**src/rtl/ild_pkg.sv**
```systemverilog
package ild_pkg;
   typedef enum logic [1:0] {
      ILD_CLS_PROG = 2'd0,
      ILD_CLS_EXT  = 2'd1,
      ILD_CLS_IO   = 2'd2,
      ILD_CLS_NONE = 2'd3
   } ild_cls_e;

   // position of the plain bit of a class inside the flag byte
   function automatic int unsigned plain_pos(input int unsigned cls);
      return 2 * cls;
   endfunction
endpackage

```
**src/rtl/ild_class_slice.sv**
```systemverilog
// Next-state logic and classification for the flag pair of one class.
module ild_class_slice (
   input  logic [1:0] pair_q,     // [0] plain, [1] strong
   input  logic       acc_hit,
   input  logic       clr_plain,
   input  logic       clr_strong,
   output logic [1:0] pair_d,
   output logic       weak_hit,
   output logic       strong_hit
);
   logic [1:0] mid;

   always_comb begin
      // reload clearing comes first
      mid[0] = pair_q[0] & ~clr_plain;
      mid[1] = pair_q[1] & ~clr_strong;
      weak_hit   = acc_hit & mid[0] & mid[1];
      strong_hit = acc_hit & (mid[0] ^ mid[1]);
      pair_d     = acc_hit ? 2'b11 : mid;
   end
endmodule

```
**src/rtl/ild_event_reduce.sv**
```systemverilog
// Collapses per-class hits into single loop indications.
module ild_event_reduce #(
   parameter int unsigned NUM_CLS = 3
) (
   input  logic [NUM_CLS-1:0] weak_vec,
   input  logic [NUM_CLS-1:0] strong_vec,
   output logic               any_weak,
   output logic               any_strong
);
   always_comb begin
      any_weak   = |weak_vec;
      any_strong = |strong_vec;
   end
endmodule

```
**src/rtl/ild_loop_detector.sv**
```systemverilog
module ild_loop_detector #(
   parameter int unsigned NUM_CLS = 3,
   parameter int unsigned CLS_W   = 2,
   parameter int unsigned FLAG_W  = 8
) (
   input  logic             clk,
   input  logic             rst_n,
   input  logic             acc_vld,
   input  logic [CLS_W-1:0] acc_cls,
   input  logic             lpsw_vld,
   input  logic             lpsw_old,
   input  logic [CLS_W-1:0] lpsw_cls,
   output logic [FLAG_W-1:0] flags,
   output logic             weak_loop,
   output logic             strong_loop,
   output logic [CLS_W-1:0] loop_cls,
   output logic             halt_req
);
   import ild_pkg::*;

   localparam int unsigned USED_W = 2 * NUM_CLS;

   generate
      if (FLAG_W < USED_W) begin : g_bad_width
         $error("FLAG_W too small for NUM_CLS flag pairs");
      end
      if ((1 << CLS_W) <= NUM_CLS) begin : g_bad_code
         $error("CLS_W leaves no spare class code");
      end
   endgenerate

   logic [FLAG_W-1:0]  flags_q, flags_d;
   logic [NUM_CLS-1:0] weak_vec, strong_vec;
   logic               any_weak, any_strong;
   logic               weak_q, strong_q, halt_q;
   logic [CLS_W-1:0]   cls_q;

   generate
      for (genvar i = 0; i < NUM_CLS; i++) begin : g_cls
         logic acc_hit, old_hit;
         assign acc_hit = acc_vld & (acc_cls == CLS_W'(i));
         assign old_hit = lpsw_vld & lpsw_old & (lpsw_cls == CLS_W'(i));
         ild_class_slice u_slice (
            .pair_q     (flags_q[plain_pos(i) +: 2]),
            .acc_hit    (acc_hit),
            .clr_plain  (lpsw_vld),
            .clr_strong (old_hit),
            .pair_d     (flags_d[plain_pos(i) +: 2]),
            .weak_hit   (weak_vec[i]),
            .strong_hit (strong_vec[i])
         );
      end
      if (FLAG_W > USED_W) begin : g_spare
         assign flags_d[FLAG_W-1:USED_W] = '0;
      end
   endgenerate

   ild_event_reduce #(.NUM_CLS(NUM_CLS)) u_reduce (
      .weak_vec   (weak_vec),
      .strong_vec (strong_vec),
      .any_weak   (any_weak),
      .any_strong (any_strong)
   );

   always_ff @(posedge clk) begin
      if (!rst_n) begin
         flags_q  <= '0;
         weak_q   <= 1'b0;
         strong_q <= 1'b0;
         cls_q    <= '0;
         halt_q   <= 1'b0;
      end else begin
         flags_q  <= flags_d;
         weak_q   <= any_weak;
         strong_q <= any_strong;
         cls_q    <= (any_weak | any_strong) ? acc_cls : '0;
         halt_q   <= halt_q | any_weak;
      end
   end

   assign flags       = flags_q;
   assign weak_loop   = weak_q;
   assign strong_loop = strong_q;
   assign loop_cls    = cls_q;
   assign halt_req    = halt_q;
endmodule

```
**config.mk**
```make
export PLATFORM = sky130hd
export DESIGN_NAME = ild_loop_detector
export DESIGN_NICKNAME = d
export VERILOG_FILES = /design/src/rtl/ild_pkg.sv /design/src/rtl/ild_class_slice.sv /design/src/rtl/ild_event_reduce.sv /design/src/rtl/ild_loop_detector.sv
export SDC_FILE = /design/constraint.sdc
export NUM_CORES = 1
export LEC_CHECK = 0
export CORE_MARGIN = 4
export CORE_UTILIZATION = 41
export DETAILED_ROUTE_END_ITERATION = 8
export PLACE_DENSITY = 0.84
export SLEW_MARGIN = 20
export SYNTH_ARGS = -nofsm -noshare
export SYNTH_HDL_FRONTEND = slang
export SYNTH_HIERARCHICAL = 1
export SYNTH_SLANG_ARGS = --single-unit
```
**constraint.sdc**
```tcl
create_clock -name clk -period 2.3 [get_ports clk]
set_input_delay 0.69 -clock clk [delete_from_list [all_inputs] [get_ports clk]]
set_output_delay 0.69 -clock clk [all_outputs]
set_load 0.03 [all_outputs]
```
==> impl_metrics.env <==
export IMPL_clk_latency_ns=0.26
export IMPL_critical_path_reg2reg_endpoint="loop_cls[1]"
export IMPL_ioPinCount=22
export IMPL_layout_nets=92
export IMPL_synth_distinct_cells=19
export IMPL_post_cts_setup_buffers=0
export IMPL_ctsHtreeMaxLevel=1
export IMPL_row_count=13
export IMPL_fp_dieW_um=45.8
export IMPL_fin_setup_tns_ns=0
export IMPL_worst_setup_hold_path_clk_slew_ns=0.06
export IMPL_final_hold_worst_slack_ns=0.467
export IMPL_wl_per_cell_um=11.1
export IMPL_number_of_buffers_created_by_cts=3
export IMPL_wl_um=1080
export IMPL_layout_area_overhead_vs_synth_pct=40.6
export IMPL_worst_path_dominant_cell_family="simple AND/OR/NAND/NOR gates"
export IMPL_antenna_cells=0
export IMPL_cts_root_buffer="sky130_fd_sc_hd__clkbuf_4"
export IMPL_timing_critical_path_cells="clkdlybuf4s50_1, and4b_1, nor2b_4, xnor2_1, and2_1, or3_1, o211a_1"
export IMPL_post_synth_inst_count=58
export IMPL_sinks_on_the_clock_net=11
export IMPL_timing_critical_path_slowest_cell_delay_ns=0.48
export IMPL_irDropWorstVdd_uv=329
export IMPL_status="finished clean"
export IMPL_cts_buffer_depth=2
export IMPL_floorplan_die_area_sq_mm=0.00210
export IMPL_final_critical_path_setup_slack_ns=0.0610
export IMPL_drt_iter0_markers=4
export IMPL_track_usage_pct=11.8
export IMPL_detail_route_first_pass_iterations=4
export IMPL_placement_setup_worst_slack_ns=-0.249
export IMPL_synth_ff_latch_count=11
export IMPL_final_min_period_over_clock_period_pct=97.3
export IMPL_worst_setup_path_type="primary input to flip-flop"
export IMPL_number_of_gates_resized_after_cts=0
export IMPL_wl_met3_um=81
export IMPL_synth_seq_area_share_pct=37.6
export IMPL_route_top_layer_used="met4"
export IMPL_fmaxAchievable_mhz=447
export IMPL_timing_critical_path_slowest_stage_cell="sky130_fd_sc_hd__clkdlybuf4s50_1"
export IMPL_start_kind="primary input"
export IMPL_crit_reg2reg_launch="flags[2]"
export IMPL_post_route_minimum_period_ns=2.24
export IMPL_syn_area_per_cell_sq_um=10.1
export IMPL_synthTopCellsByArea="sky130_fd_sc_hd__dfxtp_1, sky130_fd_sc_hd__and2_1, sky130_fd_sc_hd__nand2b_4"
export IMPL_timing_clock_skew_ns=0.00173
export IMPL_synth_top_area_cell="sky130_fd_sc_hd__dfxtp_1"
export IMPL_timing_max_cap_violations=0
export IMPL_route_layer_met1_wl_um=480
export IMPL_reg2regPathDepth=5
export IMPL_cp_depth=7
export IMPL_grt_overflow=0
export IMPL_setup_repair_after_global_routing_missed_its_margin="false"
export IMPL_critical_path_n_buffers_inverters=1
export IMPL_mappedNetlistArea_sq_um=586
export IMPL_power_density_mw_per_mm2=491
export IMPL_end_kind="flip-flop"
export IMPL_first_global_vias=414
export IMPL_wl_met2_um=497
export IMPL_cp_data_arrival_time_ns=2.40
export IMPL_antenna_found_initial=0
export IMPL_cts_tree="done"
export IMPL_endpoint="loop_cls[1]"
export IMPL_grt_pass1_wl_um=1700
export IMPL_reg2reg_slack_ns=0.86
export IMPL_report_final_setup_viol=0
export IMPL_core_area_sq_mm=0.00132
export IMPL_final_wtd_congestion=0.715
export IMPL_post_route_cells_drive_above_1_share_pct=15.9
export IMPL_initial_core_utilization_pct=44.4
export IMPL_slew_viol_final=0
export IMPL_cp_max_fo=3
export IMPL_cts_hold_repair_buffers=0
export IMPL_io_buffer_count=19
export IMPL_hp_class="flip-flop to flip-flop"
export IMPL_final_core_utilization_pct=62.5
export IMPL_die_h_um=45.8
export IMPL_dr_total_vias=457
export IMPL_hold_violations=0
export IMPL_viasPerCell=4.71
export IMPL_crit_path_start="lpsw_cls[1]"
export IMPL_crit_required_ns=2.46
export IMPL_postRouteAntennaNets=0
export IMPL_ys_warnings_count=6
export IMPL_total_leakage_power_nw=0.383
export IMPL_pin_count_of_the_biggest_net_entering_global_routing=12
export IMPL_synth_top_cell_area_share_pct=37.6
export IMPL_post_route_drc_count=0
export IMPL_dp_hpwl_um=865
[cells in the mapped netlist]
cell type / instances
sky130_fd_sc_hd__nor3b_1: 1
sky130_fd_sc_hd__xnor2_1: 3
sky130_fd_sc_hd__nand2b_4: 3
sky130_fd_sc_hd__conb_1: 1
sky130_fd_sc_hd__and4bb_2: 1
sky130_fd_sc_hd__or3_1: 2
sky130_fd_sc_hd__o21a_1: 1
sky130_fd_sc_hd__o211a_1: 2
sky130_fd_sc_hd__and3b_1: 2
sky130_fd_sc_hd__nor2_1: 3
sky130_fd_sc_hd__or2_1: 3
sky130_fd_sc_hd__dfxtp_1: 11
sky130_fd_sc_hd__nor2b_4: 3
sky130_fd_sc_hd__nand2_1: 3
sky130_fd_sc_hd__buf_6: 1
sky130_fd_sc_hd__and4b_1: 2
sky130_fd_sc_hd__nand2b_1: 3
sky130_fd_sc_hd__buf_4: 2
sky130_fd_sc_hd__and2_1: 11
[power by group]
part	switching (mW)	leakage (nW)	internal (mW)	total, mW
sequential	0.00353	0.0894	0.196	0.200
clock	0.0609	0.0150	0.0670	0.128
combinational	0.0353	0.279	0.0417	0.0770
[cells in the final DEF, fill, tap and decap left out]
master,count
sky130_fd_sc_hd__clkdlybuf4s50_1,18
sky130_fd_sc_hd__and2_1,11
sky130_fd_sc_hd__dfxtp_1,11
sky130_fd_sc_hd__clkbuf_4,3
sky130_fd_sc_hd__nand2b_4,3
sky130_fd_sc_hd__nor2b_4,3
sky130_fd_sc_hd__nand2_1,3
sky130_fd_sc_hd__nor2_1,3
sky130_fd_sc_hd__xnor2_1,3
sky130_fd_sc_hd__or2_1,3
sky130_fd_sc_hd__nand2b_1,3
sky130_fd_sc_hd__buf_4,3
sky130_fd_sc_hd__and3b_1,2
sky130_fd_sc_hd__and4b_1,2
sky130_fd_sc_hd__o211a_1,2
sky130_fd_sc_hd__conb_1,2
sky130_fd_sc_hd__or3_1,2
sky130_fd_sc_hd__and4bb_2,1
sky130_fd_sc_hd__o21a_1,1
sky130_fd_sc_hd__nor3b_1,1
sky130_fd_sc_hd__clkbuf_1,1
sky130_fd_sc_hd__dlymetal6s2s_1,1
[flip-flops by register name, summed over array words and instances (netlist names)]
register     cells
flags            6
weak_loop        1
strong_loop      1
loop_cls         2
halt_req         1
[how the worst min path moves through the flow]
stage	depth (start not counted)	slack [ns]	from	endpoint
global route	1	0.49	halt_req	halt_req
finish	1	0.47	halt_req	halt_req
CTS	1	0.47	halt_req	halt_req
detailed placement	1	0.46	halt_req	halt_req
global placement	1	0.45	halt_req	halt_req
floorplan	1	0.65	halt_req	halt_req
[metrics by stage]
stage                     power, mW  cell area, sq um  instances
after detailed placement      0.281               795         93
after global routing          0.426               823         97
after CTS                     0.412               821         97
final                         0.404               823         97
after floorplan               0.251               589         59
after global placement        0.280               795         93
[metal layers]
| metal | vias up | track usage, % |
|---|---|---|
| met1 | 205 | 13.8 |
| met3 | 2 | 2.37 |
| met2 | 14 | 17.8 |
| met4 | 0 | 10.2 |
| li1 | 236 | - |
| met5 | - | 0 |
[area by class of cell]
type / instances / area (sq um)
repair buffers: 22 / 215
clock buffers: 4 / 26.3
well taps: 15 / 18.8
multi-input cells: 45 / 343
fillers: 107 / 494
flip-flops and latches: 11 / 220
[cells by family (layout without fill, tap and decap cells)]
logic type,Yosys count,count (layout),synth area share (%)
buffers and inverters,3,26,4.49
AO/OA/AOI/OAI,3,3,4.70
other,1,2,0.640
flip-flops,11,11,37.6
XOR/XNOR,3,3,4.49
AND/OR/NAND/NOR,37,37,48.1
No activity file was read; power rests on OpenSTA's default activity.
